### src/rtl/tmr_pkg.sv
package tmr_pkg;
    localparam int DATA_W   = 32;
    localparam int ADDR_W   = 2;
    localparam int CODE_W   = 3;
    localparam int CTL_W    = 8;
    localparam int NUM_DIV  = 5;
    localparam int IE_BIT   = 5;
    localparam int FLAG_BIT = 8;

    localparam logic [ADDR_W-1:0] IDX_RELOAD = 2'd0;
    localparam logic [ADDR_W-1:0] IDX_COUNT  = 2'd1;
    localparam logic [ADDR_W-1:0] IDX_CTRL   = 2'd2;
    localparam logic [ADDR_W-1:0] IDX_CAPT   = 2'd3;

    typedef struct packed {
        logic [DATA_W-1:0] reload;
        logic [DATA_W-1:0] cnt;
        logic [CTL_W-1:0]  ctl;
        logic              flag;
        logic [DATA_W-1:0] capt;
    } chan_state_t;
endpackage

### src/rtl/tmr_prescale.sv
module tmr_prescale
    import tmr_pkg::*;
#(
    parameter int N_DIV = NUM_DIV
) (
    input  logic              clk,
    input  logic              rst_n,
    input  logic              pclk_en_i,
    input  logic              restart_i,
    input  logic [CODE_W-1:0] code_i,
    output logic              tick_o
);
    localparam int PS_W = 2 * N_DIV;

    logic [PS_W-1:0]  ps_d, ps_q;
    logic [N_DIV-1:0] tap;
    logic             sel;

    // one tap per divide ratio: all low 2(k+1) bits at one
    for (genvar k = 0; k < N_DIV; k++) begin : g_tap
        assign tap[k] = &ps_q[2*k+1:0];
    end

    always_comb begin
        ps_d = ps_q;
        if (restart_i)      ps_d = '0;
        else if (pclk_en_i) ps_d = ps_q + 1'b1;
        sel = 1'b0;
        for (int k = 0; k < N_DIV; k++) begin
            if (code_i == CODE_W'(k)) sel = tap[k];
        end
        tick_o = pclk_en_i && !restart_i && sel;
    end

    always_ff @(posedge clk) begin
        if (!rst_n) ps_q <= '0;
        else        ps_q <= ps_d;
    end

    // codes beyond the divide table never tick
    a_r4_no_tick_reserved: assert property (@(posedge clk) disable iff (!rst_n)
        (code_i >= CODE_W'(N_DIV)) |-> !tick_o);
    // ticks are never back to back (divide of at least four)
    a_r3_tick_gap: assert property (@(posedge clk) disable iff (!rst_n)
        tick_o |=> !tick_o);
endmodule

### src/rtl/tmr_chan_regs.sv
module tmr_chan_regs
    import tmr_pkg::*;
#(
    parameter bit HAS_CAPTURE = 1'b1
) (
    input  logic              clk,
    input  logic              rst_n,
    input  logic              run_i,
    input  logic              tick_i,
    input  logic              wr_i,
    input  logic [ADDR_W-1:0] addr_i,
    input  logic [DATA_W-1:0] wdata_i,
    output logic [DATA_W-1:0] rdata_o,
    output logic [CODE_W-1:0] code_o,
    output logic              ctl_wr_o,
    output logic              irq_o
);
    chan_state_t st_d, st_q;
    logic cnt_wr, underflow;

    always_comb begin
        st_d      = st_q;
        cnt_wr    = wr_i && (addr_i == IDX_COUNT);
        ctl_wr_o  = wr_i && (addr_i == IDX_CTRL);
        underflow = tick_i && run_i && (st_q.cnt == '0);

        if (wr_i && addr_i == IDX_RELOAD) st_d.reload = wdata_i;

        if (cnt_wr)                 st_d.cnt = wdata_i;
        else if (underflow)         st_d.cnt = st_q.reload;
        else if (tick_i && run_i)   st_d.cnt = st_q.cnt - 1'b1;

        if (ctl_wr_o) st_d.ctl = wdata_i[CTL_W-1:0];

        // a new underflow wins over a clear in the same cycle
        if (underflow)                            st_d.flag = 1'b1;
        else if (ctl_wr_o && !wdata_i[FLAG_BIT])  st_d.flag = 1'b0;

        if (HAS_CAPTURE && wr_i && addr_i == IDX_CAPT) st_d.capt = wdata_i;

        unique case (addr_i)
            IDX_RELOAD: rdata_o = st_q.reload;
            IDX_COUNT:  rdata_o = st_q.cnt;
            IDX_CTRL:   rdata_o = DATA_W'({st_q.flag, st_q.ctl});
            default:    rdata_o = HAS_CAPTURE ? st_q.capt : '0;
        endcase

        code_o = st_q.ctl[CODE_W-1:0];
        irq_o  = st_q.flag && st_q.ctl[IE_BIT];
    end

    always_ff @(posedge clk) begin
        if (!rst_n) begin
            st_q.reload <= '1;
            st_q.cnt    <= '1;
            st_q.ctl    <= '0;
            st_q.flag   <= 1'b0;
            st_q.capt   <= '0;
        end else begin
            st_q <= st_d;
        end
    end

    // underflow loads the reload constant
    a_r5_reload: assert property (@(posedge clk) disable iff (!rst_n)
        (tick_i && run_i && st_q.cnt == '0 && !cnt_wr) |=> (st_q.cnt == $past(st_q.reload)));
    // the flag only rises after an underflow
    a_r5_flag_source: assert property (@(posedge clk) disable iff (!rst_n)
        $rose(st_q.flag) |-> $past(tick_i && run_i && st_q.cnt == '0));
    // only a zero written to the flag bit clears it
    a_r6_sticky: assert property (@(posedge clk) disable iff (!rst_n)
        (st_q.flag && !(ctl_wr_o && !wdata_i[FLAG_BIT])) |=> st_q.flag);
    // a stopped channel holds its count
    a_r10_hold: assert property (@(posedge clk) disable iff (!rst_n)
        (!run_i && !cnt_wr) |=> $stable(st_q.cnt));
endmodule

### src/rtl/tmr_reload_chan.sv
module tmr_reload_chan
    import tmr_pkg::*;
#(
    parameter bit HAS_CAPTURE = 1'b1
) (
    input  logic              clk,
    input  logic              rst_n,
    input  logic              run_i,
    input  logic              pclk_en_i,
    input  logic              wr_i,
    input  logic [1:0]        addr_i,
    input  logic [31:0]       wdata_i,
    output logic [31:0]       rdata_o,
    output logic              irq_o
);
    logic              tick, ctl_wr;
    logic [CODE_W-1:0] code;

    tmr_prescale #(.N_DIV(NUM_DIV)) u_ps (
        .clk       (clk),
        .rst_n     (rst_n),
        .pclk_en_i (pclk_en_i),
        .restart_i (ctl_wr),
        .code_i    (code),
        .tick_o    (tick)
    );

    tmr_chan_regs #(.HAS_CAPTURE(HAS_CAPTURE)) u_regs (
        .clk      (clk),
        .rst_n    (rst_n),
        .run_i    (run_i),
        .tick_i   (tick),
        .wr_i     (wr_i),
        .addr_i   (addr_i),
        .wdata_i  (wdata_i),
        .rdata_o  (rdata_o),
        .code_o   (code),
        .ctl_wr_o (ctl_wr),
        .irq_o    (irq_o)
    );
endmodule

### config.mk
export PLATFORM = sky130hd
export DESIGN_NAME = tmr_reload_chan
export DESIGN_NICKNAME = d
export VERILOG_FILES = /design/src/rtl/tmr_pkg.sv /design/src/rtl/tmr_prescale.sv /design/src/rtl/tmr_chan_regs.sv /design/src/rtl/tmr_reload_chan.sv
export SDC_FILE = /design/constraint.sdc
export NUM_CORES = 1
export LEC_CHECK = 0
export BUFFER_PORTS_ARGS = -buffer_cell sky130_fd_sc_hd__buf_4
export CAP_MARGIN = 0
export CORE_MARGIN = 1
export CORE_UTILIZATION = 55
export DETAILED_ROUTE_END_ITERATION = 10
export MAX_ROUTING_LAYER = met4
export PLACE_DENSITY = 0.74
export SLEW_MARGIN = 20
export SYNTH_ARGS = -nofsm -noshare
export SYNTH_HDL_FRONTEND = slang
export SYNTH_HIERARCHICAL = 1
export SYNTH_SLANG_ARGS = --single-unit
### constraint.sdc
create_clock -name clk -period 6.3 [get_ports clk]
set_clock_uncertainty 0.05 [all_clocks]
set_input_delay 0.315 -clock clk [delete_from_list [all_inputs] [get_ports clk]]
set_output_delay 0.315 -clock clk [all_outputs]
set_load 0.05 [all_outputs]
# Word level (Yosys, flattened, before mapping)
# Cells that the tools add are included.
# Widths: inputs -> output; s select.
# totals
ff_bits	115
output_inout_bits	33
wordCells	50
# classes
n_addsub	2
eq_ne	7
muxes	11
bitwise	1
n_reduce_logical	23
# ops
op	n
$mux 32	3
$pmux 32 s3	1
$logic_not 32->1	1
$sub 32x1->32 const B	1
$add 10x1->10 const B	1
$logic_and 1x1->1	10
$reduce_and 10->1	1
$reduce_and 8->1	1
$mux 1	7
$eq 3x2->1 const B	2
$reduce_and 6->1	1
$eq 2x2->1 const B	2
$reduce_and 4->1	1
$eq 3x1->1 const B	1
$eq 3x3->1 const B	1
$logic_not 3->1	1
$reduce_bool 3->1	1
$eq 2x1->1 const B	1
$logic_not 1->1	2
$logic_not 2->1	1
$reduce_and 2->1	1
$reduce_bool 2->1	1
$reduce_or 2->1	1
$not 1->1	1

# Longest topological paths before layout
# logic_depth
ltp_word	11
depth_mapped	13
mapped_depth_nobuf	9

# Hierarchy
# Netlist, hierarchy kept.
# modules_own_cells
module	instances	cells_per_inst	area_per_inst_um2
tmr_chan_regs	1	716	5699.2
tmr_prescale	1	58	498.0

# Worst setup path before layout
# No wires, ideal clock.
# synth_timing
path_kind	input-to-reg
from	input addr_i[0]
to	register u_regs/st_q[43] in the netlist's numbering
arrival_time_ps	2766
setup_slack_ps	3342
cell_stages	13
n_path_buf	4
path_cell_list	buf_2 nand3b_1 clkinv_1 a211oi_1 and4_1 nand2_1 clkbuf_1 nor4_4 nand3_1 buf_2 buf_6 o211ai_2 nand4_1
# synth_between
elab_chain_cells	9
word_cells_on_any_way	12
# synth_rtl
element	line_no	source
start, declared	tmr_reload_chan.sv:11	input logic [1:0] addr_i,
$eq 2x2->1 *	tmr_chan_regs.sv:24	ctl_wr_o = wr_i && (addr_i == IDX_CTRL);
$logic_and 1x1->1 *	tmr_chan_regs.sv:24	
net ctl_wr	tmr_reload_chan.sv:16	logic tick, ctl_wr;
$logic_not 1->1 *	tmr_prescale.sv:32	tick_o = pclk_en_i && !restart_i && sel;
$logic_and 1x1->1 * (2 in series)	tmr_prescale.sv:32	
net tick	tmr_reload_chan.sv:16	
$logic_and 1x1->1 *	tmr_chan_regs.sv:25, tmr_chan_regs.sv:31	
$logic_and 1x1->1	tmr_chan_regs.sv:25	underflow = tick_i && run_i && (st_q.cnt == '0);
$mux 32	tmr_chan_regs.sv:30	else if (underflow) st_d.cnt = st_q.reload;
$mux 32	tmr_chan_regs.sv:29	if (cnt_wr) st_d.cnt = wdata_i;
end signal, assigned	tmr_chan_regs.sv:60	st_q <= st_d;
end, declared	tmr_chan_regs.sv:18	chan_state_t st_d, st_q;
# Mark *: on every way through the listed nets, which the timed path passes. The rest lies on a longest branch.
# A chain may end at the register's enable or synchronous reset.

# Worst setup path after layout
# layout_timing
from	input addr_i[0]
to	register u_regs/st_q[48] in the netlist's numbering
# Same word-level chain as after synthesis.

==> results.yml <==
cells_and_area:
  multiInputGateArea_um2: 3600
  final_layout_size_suffix_gt1_frac: 0.168
  seqCellArea_um2: 2300
  finish.utilization: 0.696
  antenna_cells: 0
  nNetsFinal: 881
  area.growth.synth_to_final_pct: 22.4
  nFillCells: 876
logic_synthesis:
  netlist-cell-type-count: 63
  synth_top_area_cell: "dfxtp_1"
  ys_seq_area_frac: 0.371
  synth_seq_cells: 115
  synth_area_leaders: "dfxtp_1 (37%), nand2_1 (12%), a21boi_0 (5.0%), mux2i_1 (4.5%), nand3_1 (4.0%)"
  yosysWarnings: 6
  synthCells: 774
  syn_avg_cell_area_um2: 8.01
  synth_edf_count: 0
  async_reset_ff_frac: 0
  yosys.area.top_type_share: 0.371
  synth_area_um2: 6200
  synthesis.nets: 815
  synth_flop_cell: "dfxtp_1"
die:
  io_pins: 72
  core_area_um2: 10900
  row_count: 38
  dieArea_um2: 11700
  fp.dieW_um: 108
  initial_core_util: 0.569
  dieHeight_um: 108
power_and_ir_drop:
  p_sw_mw: 0.523
  p_clk_frac: 0.454
  max-vdd-ir-drop_mv: 0.210
  switching_share: 0.266
  pwr-share-comb: 0.142
  p_seq_frac: 0.403
  p_leak_nw: 2.92
  intPower_mw: 1.44
  power.density_nw_per_um2: 260
  total_power_mw: 1.97
clock_network:
  cts.sinks: 115
  ctsHoldBuffers: 32
  cts_tree: "yes"
  cts_buffer_depth: 2
  root_buffer: "clkbuf_8"
  cts_buffers: 17
  cts_setup_buffers: 0
  cts_resized: 0
  htreeDepth: 4
  clkLatencyLatePin_ns: 0.54
  cts.clk_slew.worst_paths_ns: 0.06
detailed_routing:
  first_iter_violations: 504
  drcViolationCount: 0
  firstDrtPassIters: 5
  wirelength_mm: 17.3
  dr_wl_met2_mm: 8.36
  wl_per_cell_um: 17.4
  route.top_layer_used: "met4"
  via_count: 6001
  antenna_left: 0
  wl_met3_mm: 1.17
  vias_per_cell: 6.05
  wl_met1_mm: 7.39
critical_path:
  critPathLaunchType: "primary input"
  worstSetupEndpoint: "u_regs/st_q[48]$_SDFFE_PN1P_"
  cpLargestDelayFamily: "simple AND/OR/NAND/NOR gates"
  worstPathCellList: "buf_4 > nand3b_1 > clkinv_1 > a211oi_1 > and4_1 > nand2_1 > buf_4 > nor4_4 > nand3_1 > o32ai_1 > o211ai_1"
  cp_num_cells: 11
  crit_buf_inv: 3
  r2r-start: "u_ps/ps_q[0]$_SDFFE_PP0P_"
  r2r_cells: 10
  reg2reg_to: "u_regs/st_q[48]$_SDFFE_PN1P_"
  worstSetupPathType: "primary input to flop"
  endpoint_kind: "flop"
  rrSetupSlack_ns: 2.64
  slowest_delay_ns: 0.82
  crit_fanout: 39
  crit_arrival_ns: 4.43
  cp_slowest_cell: "nand3_1"
  crit_path_frequent_cell: "buf_4"
  startpoint: "addr_i[0]"
  required_ns: 6.61
worst_hold_path:
  hp-start: "pclk_en_i"
  min_path_type: "primary input to flop"
sta:
  finalSetupViolCount: 0
  layout_min_cycle_time_ns: 4.12
  slew_headroom: 0.268
  timing.fmax_ghz: 0.243
  rsz0062_at_grt: "false"
  tightestPinTransition_ns: 1.10
  tns_ns: 0
  fin_crit_sh: 0.654
  hold_viol_final: 0
  slew_violations: 0
status:
  status: "finished, final reports clean"
global_routing:
  grt_usage: 0.320
  overflow: 0
  antenna_found_initial: 0
  grt_pass1_vias: 5636
  grt_max_degree: 110
  grt_pass1_wl_mm: 28.1
place:
  routabilityCongestion: 0.871
  hpwl_mm: 10.7
  port-buffer-count: 71
flow_run:
  max_cap_viol_count: 0
-- per-stage QoR --
step / cells / hold slack (ns) / setup slack, ns / instance area, um^2
after global routing: 992 / 0.0274 / 1.89 / 7580
after CTS: 992 / 0.0169 / 2.17 / 7580
after floorplan: 774 / 0.389 / 3.34 / 6200
after global placement: 929 / 0.403 / 1.90 / 6700
after detailed placement: 929 / 0.412 / 1.66 / 6700
final: 992 / 0.0379 / 2.18 / 7580
-- layer usage --
| layer | global-route usage | up-vias |
|---|---|---|
| li1 | - | 2882 |
| met1 | 0.393 | 2858 |
| met2 | 0.500 | 232 |
| met3 | 0.0766 | 29 |
| met4 | 0.141 | 0 |
| met5 | - | - |
-- power by group through the flow --
stage | clock network (mW) | registers, mW | logic, mW
after floorplan | 0 | 0.795 | 0.184
after global placement | 0 | 0.805 | 0.256
after detailed placement | 0 | 0.807 | 0.262
after CTS | 0.905 | 0.792 | 0.279
after global routing | 0.939 | 0.797 | 0.300
final | 0.894 | 0.794 | 0.280
-- cell families after synthesis --
family,count (synthesis),share of synthesized area
buf+inv,72,0.0493
compound gates,164,0.187
xor+xnor,19,0.0269
simple gates,365,0.283
flops,115,0.371
fa+ha+maj,2,0.00404
mux,37,0.0779
-- placed cells by master (no fill, tap or decap), drive strengths merged, types with 6 or more instances in the layout --
master	netlist	routed
inv	7	7
mux4	9	9
dfxtp	115	115
xnor2	15	15
nand3	51	51
nor3	18	18
a21boi	42	42
clkbuf	47	28
nor2	28	28
or4	6	6
a21oi	23	23
nand4	10	10
dlygate4sd3	0	32
o21ai	42	42
or3	7	7
mux2i	28	28
nand2	194	194
buf	17	79
nor4	12	12
o31ai	6	6
and3	15	15
o211ai	22	22
-- final cells by class --
type / instances / area share
multi-input cells: 587 / 0.475
clock buffers: 28 / 0.0719
repair buffers: 111 / 0.120
flip-flops and latches: 115 / 0.304
well taps: 140 / 0.0231
clock inverters: 3 / 0.00198
inverters: 8 / 0.00396
-- flip-flops by register name, indices dropped and copies added, names as in the netlist --
signal	cells
u_regs/st_q	102
u_ps/ps_q	10
u_regs/code_o	3
-- cells in the mapped netlist (4+ instances only) --
cell type / number
a21boi_0: 41
a21oi_1: 23
a31oi_1: 5
and2_1: 4
and3_1: 15
buf_1: 5
buf_2: 7
clkbuf_1: 47
dfxtp_1: 115
inv_1: 7
mux2i_1: 28
mux4_2: 9
nand2_1: 194
nand3_1: 50
nand3b_1: 4
nand4_1: 10
nor2_1: 28
nor3_1: 15
nor4_1: 8
o211ai_1: 10
o211ai_2: 12
o21ai_0: 29
o21ai_1: 13
o311ai_1: 4
o31ai_1: 6
or3_1: 7
or4_1: 4
xnor2_1: 15
xor2_1: 4
-- worst min-delay path: cells and delay by family --
family,cells,cell delay [ns]
buf+inv,1,0.13
simple gates,1,0.08
mux,1,0.07
-- how the worst min path moves through the flow --
stage	end	slack, ns	cells past startpoint
finish	u_ps/ps_q[1]$_SDFFE_PP0P_	0.04	3
global route	u_ps/ps_q[1]$_SDFFE_PP0P_	0.03	3
CTS	u_ps/ps_q[1]$_SDFFE_PP0P_	0.02	3
detailed placement	u_regs/st_q[37]$_SDFFE_PN0P_	0.41	2
global placement	u_regs/st_q[27]$_SDFFE_PN0P_	0.40	2
floorplan	u_regs/st_q[103]$_SDFFE_PN1P_	0.39	2
(Power assumes the default switching activity.)
